<file path="config.mk">
export PLATFORM = sky130hd
export DESIGN_NAME = wrap_lifo
export DESIGN_NICKNAME = d
export VERILOG_FILES = /design/src/rtl/lifo_pkg.sv /design/src/rtl/lifo_ctrl.sv /design/src/rtl/lifo_store.sv /design/src/rtl/lifo_rdreg.sv /design/src/rtl/wrap_lifo.sv
export SDC_FILE = /design/constraint.sdc
export NUM_CORES = 1
export LEC_CHECK = 0
export ABC_CLOCK_PERIOD_IN_PS = 7300
export BUFFER_PORTS_ARGS = -buffer_cell sky130_fd_sc_hd__buf_2
export CORE_AREA = 5 5 255 282
export DETAILED_ROUTE_END_ITERATION = 6
export DIE_AREA = 0 0 260 287
export GPL_TIMING_DRIVEN = 0
export PLACE_DENSITY = 0.84
export SLEW_MARGIN = 20
export SYNTH_ARGS = -nofsm -noshare
export SYNTH_HDL_FRONTEND = slang
export SYNTH_SLANG_ARGS = --single-unit
export TNS_END_PERCENT = 30
</file>
<file path="constraint.sdc">
create_clock -name clk -period 7.3 [get_ports clk]
set_input_delay 1.46 -clock clk [delete_from_list [all_inputs] [get_ports clk]]
set_output_delay 1.46 -clock clk [all_outputs]
set_load 0.02 [all_outputs]
</file>
<file path="src/rtl/lifo_pkg.sv">
package lifo_pkg;
  typedef enum logic [1:0] {
    REQ_IDLE = 2'b00,
    REQ_PUSH = 2'b01,
    REQ_POP  = 2'b10,
    REQ_BOTH = 2'b11
  } req_t;

  // Push and pop together collapse to an idle request.
  function automatic req_t decode_req(input logic push, input logic pop);
    req_t r;
    case ({pop, push})
      2'b01:   r = REQ_PUSH;
      2'b10:   r = REQ_POP;
      2'b11:   r = REQ_BOTH;
      default: r = REQ_IDLE;
    endcase
    return r;
  endfunction
endpackage

</file>
<file path="src/rtl/lifo_ctrl.sv">
module lifo_ctrl
  import lifo_pkg::*;
#(
  parameter int PTR_W = 6
) (
  input  logic             clk,
  input  logic             rst,
  input  logic             push,
  input  logic             pop,
  output logic [PTR_W-1:0] sp,
  output logic [PTR_W-1:0] sp_up,
  output logic             push_ok,
  output logic             pop_ok,
  output logic             full,
  output logic             empty,
  output logic             err
);
  localparam logic [PTR_W-1:0] PTR_ZERO = '0;
  localparam logic [PTR_W-1:0] PTR_ONE  = PTR_W'(1);

  // Modular pointer step; wraps naturally through zero.
  function automatic logic [PTR_W-1:0] ptr_step(input logic [PTR_W-1:0] p, input logic up);
    return up ? p + PTR_ONE : p - PTR_ONE;
  endfunction

  req_t             req;
  logic             reject;
  logic [PTR_W-1:0] sp_dn;

  assign req     = decode_req(push, pop);
  assign push_ok = (req == REQ_PUSH) && !full;
  assign pop_ok  = (req == REQ_POP) && !empty;
  assign reject  = ((req == REQ_PUSH) && full) || ((req == REQ_POP) && empty);
  assign sp_up   = ptr_step(sp, 1'b1);
  assign sp_dn   = ptr_step(sp, 1'b0);

  always_ff @(posedge clk) begin
    if (rst) begin
      sp    <= PTR_ZERO;
      full  <= 1'b0;
      empty <= 1'b1;
      err   <= 1'b0;
    end else begin
      err <= reject;
      if (push_ok) begin
        sp    <= sp_up;
        full  <= (sp_up == PTR_ZERO);
        empty <= 1'b0;
      end else if (pop_ok) begin
        sp    <= sp_dn;
        empty <= (sp_dn == PTR_ZERO);
        full  <= 1'b0;
      end
    end
  end
endmodule

</file>
<file path="src/rtl/lifo_store.sv">
module lifo_store #(
  parameter int DATA_W = 16,
  parameter int PTR_W  = 6
) (
  input  logic              clk,
  input  logic              we,
  input  logic [PTR_W-1:0]  waddr,
  input  logic [DATA_W-1:0] wdata,
  input  logic [PTR_W-1:0]  raddr,
  output logic [DATA_W-1:0] rdata
);
  localparam int DEPTH = 1 << PTR_W;

  logic [DATA_W-1:0] slot [DEPTH];

  for (genvar g = 0; g < DEPTH; g++) begin : g_slot
    always_ff @(posedge clk) begin
      if (we && (waddr == PTR_W'(g))) slot[g] <= wdata;
    end
  end

  assign rdata = slot[raddr];
endmodule

</file>
<file path="src/rtl/lifo_rdreg.sv">
module lifo_rdreg #(
  parameter int DATA_W = 16
) (
  input  logic              clk,
  input  logic              rst,
  input  logic              ld,
  input  logic [DATA_W-1:0] d,
  output logic [DATA_W-1:0] q
);
  always_ff @(posedge clk) begin
    if (rst)     q <= '0;
    else if (ld) q <= d;
  end
endmodule

</file>
<file path="src/rtl/wrap_lifo.sv">
module wrap_lifo #(
  parameter int DATA_W = 16,
  parameter int PTR_W  = 6
) (
  input  logic              clk,
  input  logic              rst,
  input  logic              push,
  input  logic              pop,
  input  logic [DATA_W-1:0] din,
  output logic [DATA_W-1:0] dout,
  output logic              full,
  output logic              empty,
  output logic              err
);
  // Internal events, named for the checker.
  logic [PTR_W-1:0]  sp;
  logic [PTR_W-1:0]  sp_up;
  logic              push_ok;
  logic              pop_ok;
  logic [DATA_W-1:0] top_word;

  lifo_ctrl #(.PTR_W(PTR_W)) u_ctrl (
    .clk(clk), .rst(rst), .push(push), .pop(pop),
    .sp(sp), .sp_up(sp_up), .push_ok(push_ok), .pop_ok(pop_ok),
    .full(full), .empty(empty), .err(err)
  );

  // Write goes to the advanced pointer; read comes from the current top.
  lifo_store #(.DATA_W(DATA_W), .PTR_W(PTR_W)) u_store (
    .clk(clk), .we(push_ok), .waddr(sp_up), .wdata(din),
    .raddr(sp), .rdata(top_word)
  );

  lifo_rdreg #(.DATA_W(DATA_W)) u_rdreg (
    .clk(clk), .rst(rst), .ld(pop_ok), .d(top_word), .q(dout)
  );
endmodule

</file>
Word level (Yosys, flattened, before mapping)
Memory sizes are Yosys's and may differ from the RTL's. A register that Yosys moved wholly into a read port is not among the register bits.
Cells that the tools add are included.
{"block": "classes", "mux": 324, "addsub": 2, "reduce_logical": 137, "n_eq_ne": 68}
{"cell": "two-way mux 16 bit", "n": 63}
{"cell": "OR reduction 16 bit", "n": 63}
{"cell": "two-way mux 6 bit", "n": 65}
{"cell": "two-way mux 1 bit", "n": 195}
{"cell": "equality test 6 bit (second input constant)", "n": 32}
{"cell": "equality test 6 x 5 -> 1 bit (second input constant)", "n": 16}
{"cell": "logical AND 1 bit", "n": 68}
{"cell": "equality test 6 x 4 -> 1 bit (second input constant)", "n": 8}
{"cell": "equality test 6 x 3 -> 1 bit (second input constant)", "n": 4}
{"cell": "equality test 6 x 2 -> 1 bit (second input constant)", "n": 2}
{"cell": "logical NOT 6 bit", "n": 2}
{"cell": "adder 6 x 1 -> 6 bit (second input constant)", "n": 1}
{"cell": "equality test 2 bit (second input constant)", "n": 3}
{"cell": "equality test 6 x 1 -> 1 bit (second input constant)", "n": 1}
{"cell": "case mux 2 bit (3 select lines)", "n": 1}
{"cell": "subtractor 6 x 1 -> 6 bit (second input constant)", "n": 1}
{"cell": "equality test 2 x 1 -> 1 bit (second input constant)", "n": 2}
{"cell": "logical NOT 1 bit", "n": 2}
{"cell": "nonzero test 2 bit", "n": 1}
{"cell": "logical OR 1 bit", "n": 1}
{"block": "totals", "memories": 1, "regBits": 9, "ramBits": 1024}
{"memory": "u_store.slot", "words": 64, "width": 16, "rd": 1, "rd_ports_with_merged_regs": 1, "write_ports": 1, "line_no": "lifo_store.sv:14", "text": "logic [DATA_W-1:0] slot [DEPTH];"}

Logic depth before layout (Yosys ltp)
{"block": "depth", "depth_word": 71, "mapped_depth": 10, "mapped_depth_nobuf": 7}

Hierarchy
A second synthesis with hierarchy kept.
{"block": "hier_totals", "hier_cells": 1919, "area_unflattened_um2": 40724.1}
{"mod": "lifo_store", "instances": 1, "area_each_um2": 39522.9, "seq_area_each_um2": 30749.5, "cells_each": 1792}
{"mod": "lifo_ctrl", "instances": 1, "area_each_um2": 620.6, "seq_area_each_um2": 180.2, "cells_each": 75}
{"mod": "lifo_rdreg", "instances": 1, "area_each_um2": 580.6, "seq_area_each_um2": 320.3, "cells_each": 52}

Worst setup path before layout
No wires, ideal clock.
{"block": "synth_timing", "kind": "input to register", "start": "input pop", "end": "memory u_store.slot[19][0] (enable)", "required_time_ns": 6.912, "t_arrival_ns": 3.051, "path_slack_ns": 3.860, "stages": 4, "path_buffers": 1, "cell_sequence": "nor3b_2 -> clkbuf_1 -> nand3_1 -> nor2_1"}
{"block": "synth_via", "elab_chain_len": 71, "elab_cells_between_ends": 387}
{"element": "from (decl)", "line_no": "wrap_lifo.sv:8", "text": "input logic pop,"}
{"element": "equality test 2 bit or equality test 2 x 1 -> 1 bit (tied branches)", "line_no": "lifo_pkg.sv:12", "text": "case ({pop, push})"}
{"element": "case mux 2 bit (3 select lines) *", "line_no": "lifo_pkg.sv:12"}
{"element": "equality test 2 x 1 -> 1 bit *", "line_no": "lifo_ctrl.sv:31", "text": "assign push_ok = (req == REQ_PUSH) && !full;"}
{"element": "logical AND 1 bit *", "line_no": "lifo_ctrl.sv:31"}
{"element": "logical AND 1 bit", "line_no": "lifo_store.sv:18", "text": "if (we && (waddr == PTR_W'(g))) slot[g] <= wdata;"}
{"element": "two-way mux 1 bit", "line_no": "lifo_store.sv:18"}
{"element": "two-way mux 1 bit (not written as such)", "line_no": "lifo_store.sv:18"}
{"element": "OR reduction 16 bit (no source line)"}
{"element": "two-way mux 6 bit (no source line) or two-way mux 1 bit (tied branches) (63 in a row)"}
{"element": "to (decl)", "line_no": "lifo_store.sv:14"}
Mark *: on every way between the ends. The rest lies on a longest branch, timed or not.

Final worst setup path
{"block": "layout_timing", "start": "register u_ctrl.sp[0]", "end": "memory u_store.slot[1][15] (enable)"}
{"block": "layout_via", "elab_chain_len": 69, "elab_cells_between_ends": 446}
{"element": "from (decl)", "line_no": "lifo_ctrl.sv:10", "text": "output logic [PTR_W-1:0] sp,"}
{"element": "from (signal assigned)", "line_no": "lifo_ctrl.sv:46", "text": "sp <= sp_up;"}
{"element": "from (signal assigned)", "line_no": "lifo_ctrl.sv:50", "text": "sp <= sp_dn;"}
{"element": "adder 6 x 1 -> 6 bit *", "line_no": "lifo_ctrl.sv:23", "text": "return up ? p + PTR_ONE : p - PTR_ONE;"}
{"element": "equality test 6 x 1 -> 1 bit", "line_no": "lifo_store.sv:18"}
{"element": "logical AND 1 bit", "line_no": "lifo_store.sv:18"}
{"element": "two-way mux 1 bit", "line_no": "lifo_store.sv:18"}
{"element": "two-way mux 1 bit (not written as such)", "line_no": "lifo_store.sv:18"}
{"element": "OR reduction 16 bit (no source line)"}
{"element": "two-way mux 6 bit (no source line) or two-way mux 1 bit (tied branches) (63 in a row)"}
Marks and branches as above.

==> results.yml <==
outcome:
  outcome: "finished, violations left"
  violations: "DRC"
critical_path:
  cp_common_cell: "buf_4"
  path_max_fanout: 12
  critPathMaxStageDelay_ns: 0.67
  cp_slowest_cell: "nor2_2"
  cp.required_ns: 7.65
  startpoint_type: "register"
  cp.arrival_ns: 4.29
  path_buf_inv: 5
  crit_chain: "buf_4, buf_4, inv_2, buf_1, ha_1, nand3_1, nor2_2, buf_8"
  end_kind: "register"
  path_delay_family: "buffers and inverters"
  path_class: "reg -> reg"
synth:
  netlist.top_cell.by_area: "edfxtp_1"
  syn_inst: 1983
  synth-compound-area-share_pct: 1.98
  synth-seq-area-share_pct: 76.8
  syn_nets: 2009
  synth.distinct_cells: 53
  synth-simple-area-share_pct: 4.20
  synth_top_family_by_area: "multiplexers"
  async_flop_share_pct: 0
  synth_edf_count: 1024
  yosys_warnings: 0
  syn_area_um2: 40700
  synth-seq-cells: 1049
  synth.area.top_cells: "edfxtp_1 76%, mux4_2 13%, mux2i_1 2.1%, nand2_1 1.5%, dfxtp_1 1.2%"
  ys.flop_type: "edfxtp_1"
  synth_area_per_cell_um2: 20.5
  synthAdderAreaFrac_pct: 0.185
  synthXorXnorAreaFrac_pct: 0.169
  synthMuxAreaShare_pct: 15.1
  synth.top_cell.area_share_pct: 75.6
finish:
  drive_above_1_share_pct: 28.3
  design_area_um2: 46000
  multi_input_area_um2: 8970
  seqCellArea_um2: 31300
  postLayoutCoreUtil_pct: 67.0
  fillers: 4028
  nNetsFinal: 2204
  final_cells: 3181
  syn2layout_area_growth_pct: 13.0
timing:
  finalCriticalPeriod_ns: 3.94
  clock_skew_ns: 0.0267
  setup_viol: 0
  final_max_slew_viol_count: 0
  fmax_mhz: 254
  worst_slew_pin_slew_ns: 1.13
  fin_setup_tns_ns: 0
  rsz0062_at_grt: "no"
  relSlewSlack_pct: 24.6
  hold_violations: 0
  fin_crit_sh_pct: 53.9
placed_design:
  placed_cell_area_um2: 43000
  portBuffers: 38
  dpl.cell_count: 3011
  post-dp-hpwl_um: 65900
  gp_congestion: 0.982
routing:
  vias: 21900
  firstDrtPassIters: 7
  drc: 1
  viasPerCell: 6.89
  postRouteAntennaNets: 0
  drt_iter0_drc: 3868
  wl_per_cell_um: 33.6
  drt-total-wl_um: 107000
power_and_ir_drop:
  finalPower_uw: 12200
  leakage_uw: 0.0144
  power_density_nw_per_um2: 266
  peakVddDrop_mv: 0.231
global_routing:
  grt_pass1_wl_um: 155000
  grt_antenna_before_repair: 1
  grt_pass1_vias: 22300
  gr-total-overflow: 0
  grt_use_total_pct: 28.9
  grt_max_degree: 65
floorplan:
  ios: 39
  die_w_um: 260
  initial_core_util_pct: 59.3
  core_um2: 68600
  die-area_um2: 74600
  die_y_um: 287
  core.rowCount: 101
cts:
  cts_hold_buf: 0
  cts.sinks: 1049
  htreeDepth: 3
  post_cts_buffers: 0
  cts_inserted_buffers: 92
  clockBufferDepth: 3
  clk_latency_ns: 0.66
  cts_tree: "done"
  clk_pin_slew_ns: 0.06
  root_buffer: "clkbuf_16"
  cts_resized: 0
job:
  maxCapViolCount: 0
worst_hold_path:
  hold_class: "reg -> reg"
[worst register-to-register path, stage by stage, from the launching register on]
cell and delay (ns):
dfxtp_1 0.36, buf_4 0.25, buf_4 0.28, inv_2 0.32
buf_1 0.66, ha_1 0.41, nand3_1 0.46, nor2_2 0.67
buf_8 0.23
[final timing paths]
kind	from	endpoint	slack [ns]	depth (start not counted)
setup / recovery	u_ctrl.sp[0]	u_store.slot[1][15]	3.36	8
setup reg to reg	u_ctrl.sp[0]	u_store.slot[1][15]	3.36	8
hold / removal	u_rdreg.q[10]	u_rdreg.q[10]	0.50	2
hold reg to reg	u_rdreg.q[10]	u_rdreg.q[10]	0.50	2
[power breakdown]
group / switching (uW) / internal [uW]
clock network: 2170 / 2640
logic: 506 / 275
registers: 11.0 / 6620
total: 2680 / 9540
[cells in the mapped netlist (3+ instances only)]
master / number
and2_1: 5
buf_1: 8
a31oi_1: 5
clkbuf_1: 21
mux2i_1: 86
xor2_1: 3
edfxtp_1: 1024
mux2_2: 4
buf_6: 3
a22o_1: 26
nor2_1: 77
nand3b_1: 7
a32oi_1: 33
buf_4: 26
o21ai_0: 16
nand2_1: 166
mux4_2: 233
ha_1: 6
xnor2_1: 3
nand3_1: 76
nor2b_1: 5
nand4_1: 27
buf_2: 55
dfxtp_1: 25
nor3b_2: 4
[routing by layer]
metal / global-route usage, % / vias up / part of all wire (%)
li1: - / 8555 / -
met1: 38.4 / 11100 / 34
met2: 45.5 / 1942 / 48
met3: 6.51 / 352 / 12
met4: 15.1 / 2 / 6.7
met5: 0 / - / 0.012
[cell type report]
| type | instances | area share, % |
|---|---|---|
| flip-flops and latches | 1049 | 68.0 |
| multi-input cells | 817 | 19.5 |
| clock buffers | 107 | 5.27 |
| well taps | 927 | 2.52 |
| repair buffers | 101 | 2.21 |
| plain buffers | 113 | 1.33 |
| clock inverters | 62 | 1.13 |
| inverters | 4 | 0.0327 |
| diodes | 1 | 0.00544 |
[registers in the layout, summed over array words and instances (netlist names)]
| name | count |
|---|---|
| u_rdreg.q | 16 |
| u_ctrl.full | 1 |
| u_ctrl.err | 1 |
| u_ctrl.sp | 6 |
| u_ctrl.empty | 1 |
| u_store.slot | 1024 |
[layout by cell type, fill, tap and decap left out, drive strengths merged, types with 2 or more instances in the layout]
master    synthesis  layout
a32o              2       2
o22ai             2       2
or3b              2       2
o31a              2       2
a31oi             5       5
nand3b            7       7
clkinvlp          0       9
nand3            76      76
clkinv            0      42
dfxtp            25      25
o21ai            18      18
nand4            27      27
xor2              3       3
and2              5       5
or3               2       2
a211oi            2       2
nand2           168     168
xnor2             4       4
clkbuf           21     128
a22o             26      26
buf              92     193
edfxtp         1024    1024
bufinv            0       7
mux4            233     233
nor2b             5       5
ha                6       6
a32oi            33      33
o31ai             2       2
nand2b            2       2
nor3b             4       4
inv               4       8
mux2i            86      86
nor2             77      77
nor3              3       3
mux2              4       4
[cell families (layout without fill, tap and decap cells)]
| logic type | Yosys count | in the layout |
|---|---|---|
| buf+inv | 117 | 387 |
| flops | 1049 | 1049 |
| xor+xnor | 7 | 7 |
| simple gates | 379 | 379 |
| fa+ha+maj | 6 | 6 |
| other cells | 0 | 1 |
| compound gates | 102 | 102 |
| mux | 323 | 323 |
[per-stage QoR]
step	hold WS [ns]	setup slack [ns]
5_1_grt	0.532	3.27
3_5_place_dp	0.497	3.07
2_1_floorplan	0.549	3.86
4_1_cts	0.509	3.46
3_3_place_gp	0.493	2.45
6_report	0.504	3.36
(Power assumes the default switching activity.)
